$ cat src/rtl/iaeu_pkg.sv
package iaeu_pkg;
    localparam int ID_W        = 10;
    localparam int PRIO_W      = 8;
    localparam int BPR_W       = 3;
    localparam int SPURIOUS_ID = 1023;
    localparam int LVL_W       = PRIO_W - 1;
    localparam int LVL_N       = 1 << LVL_W;
endpackage

$ cat src/rtl/iaeu_grp_prio.sv
module iaeu_grp_prio
    import iaeu_pkg::*;
(
    input  logic [PRIO_W-1:0] prio,
    input  logic [BPR_W-1:0]  bpr,
    output logic [BPR_W:0]    shamt,
    output logic [PRIO_W-1:0] gprio,
    output logic [LVL_W-1:0]  level
);
    logic [PRIO_W-1:0] mask;
    logic [PRIO_W-1:0] lvl_full;

    always_comb begin
        shamt    = {1'b0, bpr} + 1'b1;
        mask     = {PRIO_W{1'b1}} << shamt;
        gprio    = prio & mask;
        lvl_full = gprio >> shamt;
        level    = lvl_full[LVL_W-1:0];
    end
endmodule

$ cat src/rtl/iaeu_ffs.sv
module iaeu_ffs #(
    parameter int W  = 8,
    parameter int IW = $clog2(W)
) (
    input  logic [W-1:0]  vec,
    output logic          found,
    output logic [IW-1:0] idx,
    output logic [W-1:0]  onehot
);
    always_comb begin
        found = 1'b0;
        idx   = '0;
        for (int i = W - 1; i >= 0; i--) begin
            if (vec[i]) begin
                found = 1'b1;
                idx   = IW'(i);
            end
        end
        onehot = vec & (~vec + W'(1));
    end
endmodule

$ cat src/rtl/iaeu_core.sv
module iaeu_core
    import iaeu_pkg::*;
#(
    parameter int NCPU      = 8,
    parameter int SGI_COUNT = 16
) (
    input  logic                      clk,
    input  logic                      rst_n,
    input  logic                      ack_req,
    input  logic [ID_W-1:0]           pend_id,
    input  logic [PRIO_W-1:0]         pend_prio,
    input  logic [NCPU-1:0]           pend_src,
    input  logic [BPR_W-1:0]          bin_point,
    input  logic                      eoi_req,
    input  logic [ID_W-1:0]           eoi_id,
    input  logic                      eoi_nonsec,
    input  logic                      eoi_grp1,
    input  logic                      legacy_mode,
    input  logic                      eoi_level_cfg,
    input  logic                      eoi_enabled,
    input  logic                      eoi_line,
    input  logic                      eoi_targeted,
    output logic                      ack_valid,
    output logic [ID_W+$clog2(NCPU)-1:0] ack_data,
    output logic                      pend_clr,
    output logic                      act_set,
    output logic [NCPU-1:0]           sgi_src_clr,
    output logic                      act_clr,
    output logic                      rearm_pend,
    output logic [ID_W-1:0]           done_id,
    output logic [PRIO_W:0]           run_prio
);
    localparam int SRC_W = $clog2(NCPU);
    localparam int ACK_W = ID_W + SRC_W;
    localparam logic [PRIO_W:0] IDLE_PRIO = {1'b1, {PRIO_W{1'b0}}};

    typedef struct packed {
        logic              ack_valid;
        logic [ACK_W-1:0]  ack_data;
        logic              pend_clr;
        logic              act_set;
        logic [NCPU-1:0]   src_clr;
        logic              act_clr;
        logic              rearm;
        logic [ID_W-1:0]   done_id;
        logic [LVL_N-1:0]  apr;
        logic [PRIO_W:0]   run;
    } st_t;

    st_t s_d, s_q;

    // group priority and preemption level of the pending interrupt
    logic [BPR_W:0]    bp_shamt;
    logic [PRIO_W-1:0] grp_prio;
    logic [LVL_W-1:0]  grp_level;

    iaeu_grp_prio u_grp (
        .prio  (pend_prio),
        .bpr   (bin_point),
        .shamt (bp_shamt),
        .gprio (grp_prio),
        .level (grp_level)
    );

    // most urgent active level
    logic              apr_found;
    logic [LVL_W-1:0]  apr_idx;
    logic [LVL_N-1:0]  apr_low_oh;

    iaeu_ffs #(.W(LVL_N), .IW(LVL_W)) u_apr_low (
        .vec    (s_q.apr),
        .found  (apr_found),
        .idx    (apr_idx),
        .onehot (apr_low_oh)
    );

    // next level after the most urgent is retired
    logic [LVL_N-1:0]  apr_after;
    logic              nxt_found;
    logic [LVL_W-1:0]  nxt_idx;
    logic [LVL_N-1:0]  nxt_oh;

    assign apr_after = s_q.apr & ~apr_low_oh;

    iaeu_ffs #(.W(LVL_N), .IW(LVL_W)) u_apr_next (
        .vec    (apr_after),
        .found  (nxt_found),
        .idx    (nxt_idx),
        .onehot (nxt_oh)
    );

    // lowest source CPU of a software-generated interrupt
    logic              src_found;
    logic [SRC_W-1:0]  src_idx;
    logic [NCPU-1:0]   src_oh;

    iaeu_ffs #(.W(NCPU), .IW(SRC_W)) u_src (
        .vec    (pend_src),
        .found  (src_found),
        .idx    (src_idx),
        .onehot (src_oh)
    );

    logic [PRIO_W-1:0] rest_prio;
    logic [LVL_N-1:0]  apr_mid;
    logic [PRIO_W:0]   run_mid;
    logic              eoi_ignored;
    logic              ack_ok;
    logic              is_sgi;

    always_comb begin
        s_d           = s_q;
        s_d.ack_valid = 1'b0;
        s_d.pend_clr  = 1'b0;
        s_d.act_set   = 1'b0;
        s_d.src_clr   = '0;
        s_d.act_clr   = 1'b0;
        s_d.rearm     = 1'b0;

        rest_prio   = PRIO_W'(nxt_idx) << bp_shamt;
        eoi_ignored = eoi_nonsec && !eoi_grp1;
        apr_mid     = s_q.apr;
        run_mid     = s_q.run;

        // completion first: priority drop
        if (eoi_req) begin
            s_d.done_id = eoi_id;
            s_d.rearm   = legacy_mode && eoi_level_cfg && eoi_enabled
                          && eoi_line && eoi_targeted;
            if (!eoi_ignored) begin
                s_d.act_clr = 1'b1;
                if (apr_found) begin
                    apr_mid = apr_after;
                    run_mid = nxt_found ? {1'b0, rest_prio} : IDLE_PRIO;
                end
            end
        end
        s_d.apr = apr_mid;
        s_d.run = run_mid;

        // acknowledge, judged against the priority before this cycle's EOI
        ack_ok = (pend_id != ID_W'(SPURIOUS_ID)) && ({1'b0, pend_prio} < s_q.run);
        is_sgi = pend_id < ID_W'(SGI_COUNT);
        if (ack_req) begin
            s_d.ack_valid = 1'b1;
            s_d.ack_data  = ACK_W'(SPURIOUS_ID);
            if (ack_ok) begin
                s_d.act_set = 1'b1;
                s_d.apr     = apr_mid | (LVL_N'(1) << grp_level);
                s_d.run     = {1'b0, grp_prio};
                if (is_sgi) begin
                    s_d.ack_data = {src_idx, pend_id};
                    s_d.src_clr  = src_oh;
                    s_d.pend_clr = ((pend_src & ~src_oh) == '0) || !src_found;
                end else begin
                    s_d.ack_data = {{SRC_W{1'b0}}, pend_id};
                    s_d.pend_clr = 1'b1;
                end
            end
        end
    end

    always_ff @(posedge clk) begin
        if (!rst_n) begin
            s_q     <= '0;
            s_q.run <= IDLE_PRIO;
        end else begin
            s_q <= s_d;
        end
    end

    assign ack_valid   = s_q.ack_valid;
    assign ack_data    = s_q.ack_data;
    assign pend_clr    = s_q.pend_clr;
    assign act_set     = s_q.act_set;
    assign sgi_src_clr = s_q.src_clr;
    assign act_clr     = s_q.act_clr;
    assign rearm_pend  = s_q.rearm;
    assign done_id     = s_q.done_id;
    assign run_prio    = s_q.run;
endmodule

$ cat config.mk
export PLATFORM = sky130hd
export DESIGN_NAME = iaeu_core
export DESIGN_NICKNAME = d
export VERILOG_FILES = /design/src/rtl/iaeu_pkg.sv /design/src/rtl/iaeu_grp_prio.sv /design/src/rtl/iaeu_ffs.sv /design/src/rtl/iaeu_core.sv
export SDC_FILE = /design/constraint.sdc
export NUM_CORES = 1
export LEC_CHECK = 0
export ABC_AREA = 1
export BUFFER_PORTS_ARGS = -buffer_cell sky130_fd_sc_hd__buf_2
export CORE_MARGIN = 1.5
export CORE_UTILIZATION = 55
export CTS_CLUSTER_SIZE = 28
export DETAILED_ROUTE_END_ITERATION = 8
export GPL_ROUTABILITY_DRIVEN = 1
export GPL_TIMING_DRIVEN = 0
export HOLD_SLACK_MARGIN = 0.12
export PLACE_DENSITY = 0.8
export SLEW_MARGIN = 20
export SYNTH_ARGS = -nofsm -noshare
export SYNTH_HDL_FRONTEND = slang
export SYNTH_SLANG_ARGS = --single-unit
$ cat constraint.sdc
create_clock -name clk -period 14.7 [get_ports clk]
set_input_delay 0.735 -clock clk [delete_from_list [all_inputs] [get_ports clk]]
set_output_delay 0.735 -clock clk [all_outputs]
set_load 0.01 [all_outputs]
Yosys cells after proc, flatten, opt, wreduce, memory -nomap -nowiden

Index checks and enable logic that the tools add are counted.

Memory bits (read-only): 0
Memories kept: 0
Word-level logic and storage cells: 458
Bits of input ports: 50
Flip-flop bits (word level): 173
Bits in latches: 0
RAM bits: 0
Output and inout bits: 45

Bitwise gates (word level): 10
Reduce and logical (&&, ||, !) cells: 14
$lt $le $gt $ge: 2
Add/subtract/negate cells: 3
Multipliers: 0
Shift operators: 4
Divide/modulo/power cells: 0
Equal/unequal tests: 1
Mux-type cells: 414

Operators by type and width:

| cell                                                 | number |
|---|---|
| two-way mux 7 bit                                    | 128 |
| two-way mux 128 bit                                  | 3 |
| two-way mux 137 bit                                  | 2 |
| two-way mux 1 bit                                    | 265 |
| AND 128 bit                                          | 2 |
| NOT 128 bit                                          | 2 |
| adder 128 x 1 -> 128 bit (second input constant)     | 1 |
| OR 128 bit                                           | 1 |
| left shift 1 x 7 -> 128 bit (first input constant)   | 1 |
| two-way mux 9 bit                                    | 4 |
| AND 8 bit                                            | 3 |
| two-way mux 24 bit                                   | 1 |
| two-way mux 3 bit                                    | 8 |
| two-way mux 23 bit                                   | 1 |
| NOT 8 bit                                            | 2 |
| two-way mux 14 bit                                   | 1 |
| < comparator 10 x 5 -> 1 bit (second input constant) | 1 |
| != test 10 bit (second input constant)               | 1 |
| < comparator 8 x 9 -> 1 bit                          | 1 |
| adder 8 x 1 -> 8 bit (second input constant)         | 1 |
| zero test 8 bit                                      | 1 |
| two-way mux 8 bit                                    | 1 |
| left shift 7 x 4 -> 8 bit                            | 1 |
| left shift 8 x 4 -> 8 bit (first input constant)     | 1 |
| 8 further kinds                                      | 15 |

Depth between registers and ports, before layout

Gate-level depths: netlist of run 1.

Depth in word-level cells: 140
Gate-level depth with buffers: 140

Hierarchy

From an unflattened synthesis of run 1, not the netlist that was laid out.

Cell total of the unflattened synthesis: 3457
Area, all modules: 17611.9 um^2

Modules (own cells, without submodules):

| module                    | cells an instance | instances | area each (um^2) | sequential area each (um^2) |
|---|---|---|---|---|
| iaeu_core                 | 1573              | 1         | 9452.8           | 3463.3 |
| iaeu_ffs at u_apr_low ... | 883               | 2         | 3734.8           | 0.0 |
| iaeu_grp_prio             | 82                | 1         | 530.5            | 0.0 |
| iaeu_ffs at u_src         | 36                | 1         | 158.9            | 0.0 |

Worst setup path after synthesis of run 1

Ideal clock, no wire load.

Path kind: reg2reg
Start point: register s_q[9] in the netlist's numbering
End point: register s_q (netlist bit run_prio[7])
Arrival: 7.189 ns
Path slack: 7.393 ns
Path buffers: 0
Setup time: 0.118 ns
Cell stages (with the launch flop): 137
Period minus slack after synthesis: 7.307 ns
Cells stage by stage: dfxtp_1 nor2_2 nand2_2 nor2_2 nand2_2 nor2_4 nand3_2 nor2_2 nand2_2 nor2_2 nand3_2 o21ai_2 nand2_1 nand2_1 nand2_1 nand2_1 nand2_1 nand2_1 (+101 left out) nand2_1 nand2_1 nand2_1 nand2_1 nand2_1 nand2_1 nand2_1 nand2_1 nand2_1 nand2_1 nand2_2 nand3_2 nand3_1 nand3_1 nand2_1 nand2_1 nand2_1 a21oi_1

Word-level cells in the longest chain between the ends: 140
Elaborated cells on any way between the ends: 269

RTL lines:

| item                             | RTL line         | text |
|---|---|---|
| start: declaration               | iaeu_core.sv:50  | `st_t s_d, s_q;` |
| NOT 128 bit                      | iaeu_ffs.sv:19   | `onehot = vec & (~vec + W'(1));` |
| adder 128 x 1 -> 128 bit         | iaeu_ffs.sv:19   |  |
| AND 128 bit                      | iaeu_ffs.sv:19   |  |
| NOT 128 bit                      | iaeu_core.sv:83  | `assign apr_after = s_q.apr & ~apr_low_oh;` |
| AND 128 bit                      | iaeu_core.sv:83  |  |
| two-way mux 7 bit (128 in a row) | iaeu_ffs.sv:14   | `if (vec[i]) begin` |
| left shift 7 x 4 -> 8 bit        | iaeu_core.sv:120 | `rest_prio = PRIO_W'(nxt_idx) << bp_shamt;` |
| two-way mux 9 bit                | iaeu_core.sv:134 | `run_mid = nxt_found ? {1'b0, rest_prio} : IDLE_PRIO;` |
| two-way mux 9 bit *              | iaeu_core.sv:132 | `if (apr_found) begin` |
| two-way mux 9 bit *              | iaeu_core.sv:130 | `if (!eoi_ignored) begin` |
| two-way mux 9 bit *              | iaeu_core.sv:126 | `if (eoi_req) begin` |
| two-way mux 137 bit              | iaeu_core.sv:147 | `if (ack_ok) begin` |
| two-way mux 137 bit *            | iaeu_core.sv:144 | `if (ack_req) begin` |

Every way passes the cells marked *; elsewhere a longest branch is shown, timed or not.
A chain may end at the register's enable or synchronous reset.

Final worst setup path of run 1

Start point: register s_q[9] in the netlist's numbering
End point: register s_q (netlist bit run_prio[2])

The elaborated chain is that of the path after synthesis.

==> results of run 1 <==
flip-flops by register name (all words and copies together) (netlist names):
signal	count
sgi_src_clr	8
act_set	1
pend_clr	1
s_q	128
run_prio	9
rearm_pend	1
done_id	10
ack_data	13
act_clr	1
ack_valid	1
worst max-delay path: cells and delay by family, from the launching register on:
kind | cells | cell delay, ns
AOI/OAI and AO/OA | 4 | 0.42
DFF | 1 | 0.35
buffers and inverters | 4 | 0.35
and+or+nand+nor | 126 | 8.56
layout by cell type (no fill, tap or decap), types with 21 or more instances in the layout:
master	netlist	layout
nand2_1	690	690
clkbuf_1	55	57
buf_2	2	94
dfxtp_1	173	173
a31oi_1	39	39
o21ai_0	140	139
nand3_1	62	62
inv_1	186	186
nor3_1	36	35
nor2_1	433	433
a21oi_1	160	160
buf_4	40	40
nand4_1	21	21
cell families (layout without fill, tap and decap cells):
family,count (synthesis),count (layout),share of synthesized area [%]
fa+ha+maj,10,10,1.010
flops,173,173,27.96
buf+inv,303,427,10.42
compound gates,393,393,17.40
simple gates,1307,1307,43.22
layout make-up:
cell class / count / share of cell area (%)
repair buffers: 92 / 3.339
clock buffers: 19 / 3.139
clock inverters: 13 / 1.125
plain buffers: 101 / 3.856
well taps: 280 / 2.541
multi-input cells: 1710 / 55.39
flip-flops and latches: 173 / 25.12
inverters: 202 / 5.499
per-stage QoR:
step	util (%)	setup WS (ns)	total power [mW]
floorplan	-	7.393	0.7329
global placement	60.10	5.311	0.8891
detailed placement	60.12	5.305	0.8907
CTS	62.80	5.238	1.357
global route	62.80	3.589	1.418
finish	62.80	4.888	1.384
Yosys cell counts, types with 11 or more instances:
master and count:
nand2_1 690, a31oi_1 39, nor2_2 14, nor3_1 36, clkbuf_1 55, inv_1 186
o21ai_0 140, inv_2 11, nand2_2 12, a21oi_1 160, nand4_1 21, dfxtp_1 173
buf_4 40, nand3_1 62, nor2_1 433
worst max-delay path by stage:
stage | startpoint | endpoint | slack [ns] | depth (start not counted)
global route | s_q[9] | run_prio[2] | 3.59 | 134
detailed placement | s_q[9] | run_prio[2] | 5.31 | 134
floorplan | s_q[9] | run_prio[7] | 7.39 | 136
global placement | s_q[9] | run_prio[3] | 5.31 | 134
finish | s_q[9] | run_prio[2] | 4.89 | 134
CTS | s_q[9] | run_prio[2] | 5.24 | 134
metal layers:
metal	vias to the layer above	share of wire (%)	GRT usage [%]
li1	7234	-	-
met1	6974	40	57.83
met2	1098	42	64.00
met3	157	14	12.08
met4	0	4.3	17.74
met5	-	0	0
report_power, final:
group          total [mW]  internal (mW)  leakage, nW  switching (mW)
registers           0.485          0.478         1.40         0.00683
clock network       0.479          0.255        0.282           0.224
logic               0.420         0.0975         5.74           0.322
total                1.38          0.831         7.43           0.553
==> flow_summary.ini, run 1 <==
[route]
routed_wl_microns = 50920
viasPerCell = 5.970
num_vias = 15460
drt_iter0_drc = 2272
routedWlPerCell_microns = 19.66
first_pass_iters = 9
ant_nets = 0
route.detailed.drc = 11

[cts]
clk_pin_slew_ns = 0.07
clk_latency_ns = 0.46
cts_resized = 0
cts_tree = built
postCtsHoldBufs = 0
root_buffer = clkbuf_16
cts_buffers = 17
clock_sinks = 173
post_cts_buffers = 0
clock_path_buffers = 2
htreeDepth = 4

[logic_synthesis]
synth_area_leaders = dfxtp_1, nand2_1, nor2_1
synthDistinctLibCells = 49
syn_avg_cell_area_sq_um = 5.666
synth_top_flop_cell = dfxtp_1
yosysWarnings = 0
netlist.area_leader.share_pct = 27.96
synth_async_sr_flop_share_pct = 0
netlist_instances = 2186
synth_top_cell_by_area = dfxtp_1
synth_edf_count = 0
netlist_area_sq_um = 12390
ys_ff_latch = 173
synth_nets = 2246
ys_seq_area_share_pct = 27.96

[sta]
skew_ns = 0.01624
setup_viol = 0
hold_violations = 0
rsz0062_at_grt = false
fmax_mhz = 101.9
tightest_slew_ns = 1.116
slew_violations = 0
period_share_pct = 66.75
period_minus_slack_ns = 9.812
hold_ws_ns = 0.4850
tns_ns = 0
slew_headroom_pct = 25.58

[worst_setup_path]
cp_data_required_time_ns = 15.04
rr_worst_depth = 134
cp_max_fo = 5
critical-path-max-stage-delay_ns = 0.39
r2r_slack_ns = 4.89
start_kind = flip-flop
cp_common_cell = nand2_1
slowest_stage = nand3_1
r2r_end = run_prio[2]
crit_type = flip-flop to flip-flop
r2r_start = s_q[9]
cp.arrival_ns = 10.15
crit_path_end_kind = flip-flop

[power_and_ir_drop]
p_per_area_nw_per_um2 = 100.4
vdd_ir_drop_max_mv = 0.07482
power.leakage_nw = 7.428

[min_path]
min_path_cells = 2
hold_path.class = input pin to flip-flop
worstHoldStart = pend_src[2]
min_to = sgi_src_clr[3]

[placed_design]
dp.cells = 2558
gp_congestion = 1.102
dpl_cell_area_sq_um = 13200
io_buffers = 92
hpwl_microns = 41670

[grt]
grtUsageTotal_pct = 42.82
grt_overflow_total = 0
grt_max_degree = 17
grt_pass1_vias = 13910
grt_pass1_wl_microns = 77020
antenna_found_initial = 0

[layout]
regArea_sq_um = 3463
layout-area-overhead-vs-synth_pct = 11.33
diodes = 0
design_area_sq_um = 13790
final_cells = 2590
fin_nets = 2357
final_layout_size_suffix_gt1_share_pct = 9.654
multiInputGateArea_sq_um = 7637
fill_cells = 2201

[floorplan]
ioPinCount = 95
start_util_pct = 56.40
core_area_sq_um = 21960
dieArea_sq_um = 23430
fp.dieW_microns = 153.1
dieHeight_microns = 153.1
rows = 54

[run]
cap_viol_max_count = 0

[status]
status = finished with violations
violations = DRC
Note: power is estimated with default switching activity, not from simulation.
==> run 2, diff against run 1 <==
- ABC_AREA: 1 -> 0
- clock period: 14.7 -> 10 ns (I/O delays scaled with it)
==> flow_summary.ini, run 2 <==
[logic_synthesis]
synthDistinctLibCells = 94
synth_top_cell_by_area = dfxtp_1
synth_nets = 1733
synth_compound_area_share_pct = 29.91
synth_async_sr_flop_share_pct = 0
synthAdderAreaFrac_pct = 2.502
yosys-mux-area-fraction_pct = 1.072
synth_top_flop_cell = dfxtp_1
synth_edf_count = 0
yosys.area_share.simple_pct = 31.18
ys_seq_area_share_pct = 28.27
synth_most_common_cell = nand2_1
ys_top_cells_by_count = nand2_1, dfxtp_1, nor2_1
synth_xor_area_share_pct = 0.07149
netlist_instances = 1673
ys_ff_latch = 173
yosysWarnings = 0
netlist_area_sq_um = 12250
syn_avg_cell_area_sq_um = 7.323
synth_top_family_by_area = simple AND/OR/NAND/NOR gates
netlist.area_leader.share_pct = 28.27
synth_area_leaders = dfxtp_1, nand2_1, nor2_1

[route]
first_pass_iters = 6
num_vias = 14500
ant_nets = 0
viasPerCell = 6.964
routedWlPerCell_microns = 22.88
route.detailed.drc = 0
drt_iter0_drc = 2148
routed_wl_microns = 47640

[cts]
post_cts_buffers = 0
cts_resized = 0
cts_tree = built
clk_pin_slew_ns = 0.08
postCtsHoldBufs = 0
htreeDepth = 4
root_buffer = clkbuf_16
clock_path_buffers = 2
clock_sinks = 173
clk_latency_ns = 0.46
cts_buffers = 17

[floorplan]
fp.dieW_microns = 152.3
dieHeight_microns = 152.3
rows = 54
start_util_pct = 56.14
ioPinCount = 95
core_area_sq_um = 21820
dieArea_sq_um = 23180

[power_and_ir_drop]
p_per_area_nw_per_um2 = 142.7
vdd_ir_drop_max_mv = 0.1126
power.leakage_nw = 5.869

[grt]
grt_pass1_vias = 13060
grt_pass1_wl_microns = 73160
grt_max_degree = 19
antenna_found_initial = 0
grt_overflow_total = 0
grtUsageTotal_pct = 39.72

[sta]
tns_ns = 0
setup_viol = 0
fmax_mhz = 168.3
period_minus_slack_ns = 5.943
slew_violations = 0
tightest_slew_ns = 1.315
rsz0062_at_grt = false
hold_violations = 0
period_share_pct = 59.43
skew_ns = 0.009597
slew_headroom_pct = 12.03

[worst_setup_path]
r2r_end = run_prio[1]
cp_max_fo = 10
cp.arrival_ns = 6.33
crit_type = flip-flop to flip-flop
rr_worst_depth = 14
cp_data_required_time_ns = 10.39
r2r_start = s_q[9]
start_kind = flip-flop
r2r_slack_ns = 4.06
crit_path_end_kind = flip-flop

[placed_design]
dpl_cell_area_sq_um = 13100
hpwl_microns = 35040
gp_congestion = 1.036
io_buffers = 92

[layout]
largest-register = s_q
layout_commonest_cell = nand2_1
layout_common_cells = nand2_1, dfxtp_1, nor2_1, o21ai_0, a21oi_1
final_layout_size_suffix_gt1_share_pct = 14.22
design_area_sq_um = 13730
layout-area-overhead-vs-synth_pct = 12.03
fin_nets = 1847
largest_reg_flops = 128

[status]
status = finished, final reports clean

[run]
cap_viol_max_count = 0

[min_path]
min_to = done_id[6]
min_path_cells = 3
worstHoldStart = eoi_id[6]
hold_path.class = input pin to flip-flop
[run 2: layout make-up]
type                            count  area [sq um]
Clock buffer                       17         425.4
Tap cell                          280         350.3
Multi-Input combinational cell   1319          7946
Clock inverter                     15         197.7
Fill cell                        2030          8098
Buffer                            147         729.5
Sequential cell                   173          3463
Antenna cell                        2         5.005
Inverter                           34         127.6
Timing Repair Buffer               95         480.5
[run 2: worst max-delay path by stage]
| stage | startpoint | depth (start not counted) | end |
|---|---|---|---|
| floorplan | s_q[71] | 14 | run_prio[5] |
| global placement | s_q[9] | 14 | run_prio[1] |
| detailed placement | s_q[14] | 14 | run_prio[1] |
| CTS | s_q[14] | 14 | run_prio[1] |
| global route | s_q[14] | 14 | run_prio[1] |
| finish | s_q[9] | 14 | run_prio[1] |
[run 2: metal layers]
metal / wire (microns) / part of all wire [%] / GRT usage, %
met5: 0 / 0 / 0
met1: 18920 / 40 / 51.59
met3: 5826 / 12 / 10.64
met2: 20000 / 42 / 59.51
met4: 2891 / 6.1 / 22.47
[run 2: cell families after synthesis]
group	count (synthesis)
flip-flops	173
buffers and inverters	181
XOR/XNOR	1
AND/OR/NAND/NOR	751
adder cells (fa/ha/maj)	28
AO/OA/AOI/OAI	526
multiplexers	13
[run 2: metrics by stage]
stage          std cells  total power, mW  worst slack, ns  utilization, %  hold slack (ns)
6_report            2082            1.959            4.057           62.89           0.2747
5_1_grt             2080            2.004            3.981           62.87           0.2941
4_1_cts             2080            1.927            4.368           62.86           0.2782
3_5_place_dp        2048            1.209            4.360           60.00           0.4486
3_3_place_gp        2045            1.205            4.341           59.86           0.4322
2_1_floorplan       1673            1.034            5.725               -           0.4228
[run 2: report_power, final]
group	leakage, nW	switching [mW]	internal [mW]
clock	0.302	0.353	0.384
sequential	1.40	0.00902	0.702
combinational	4.17	0.371	0.141
total	5.87	0.732	1.23
[run 2: worst max-delay path: stages (launching register included)]
cell and delay (ns):
dfxtp_1 0.30, buf_2 0.17, nor4_4 0.38, nand4_1 0.32, nor3_1 0.76, clkbuf_1 0.49, clkbuf_1 0.58, nand3_1 0.27
maj3_1 0.51, o41ai_1 0.47, o2111ai_1 0.27, o311ai_1 0.53, mux2i_1 0.24, or3_1 0.41, a31oi_1 0.16
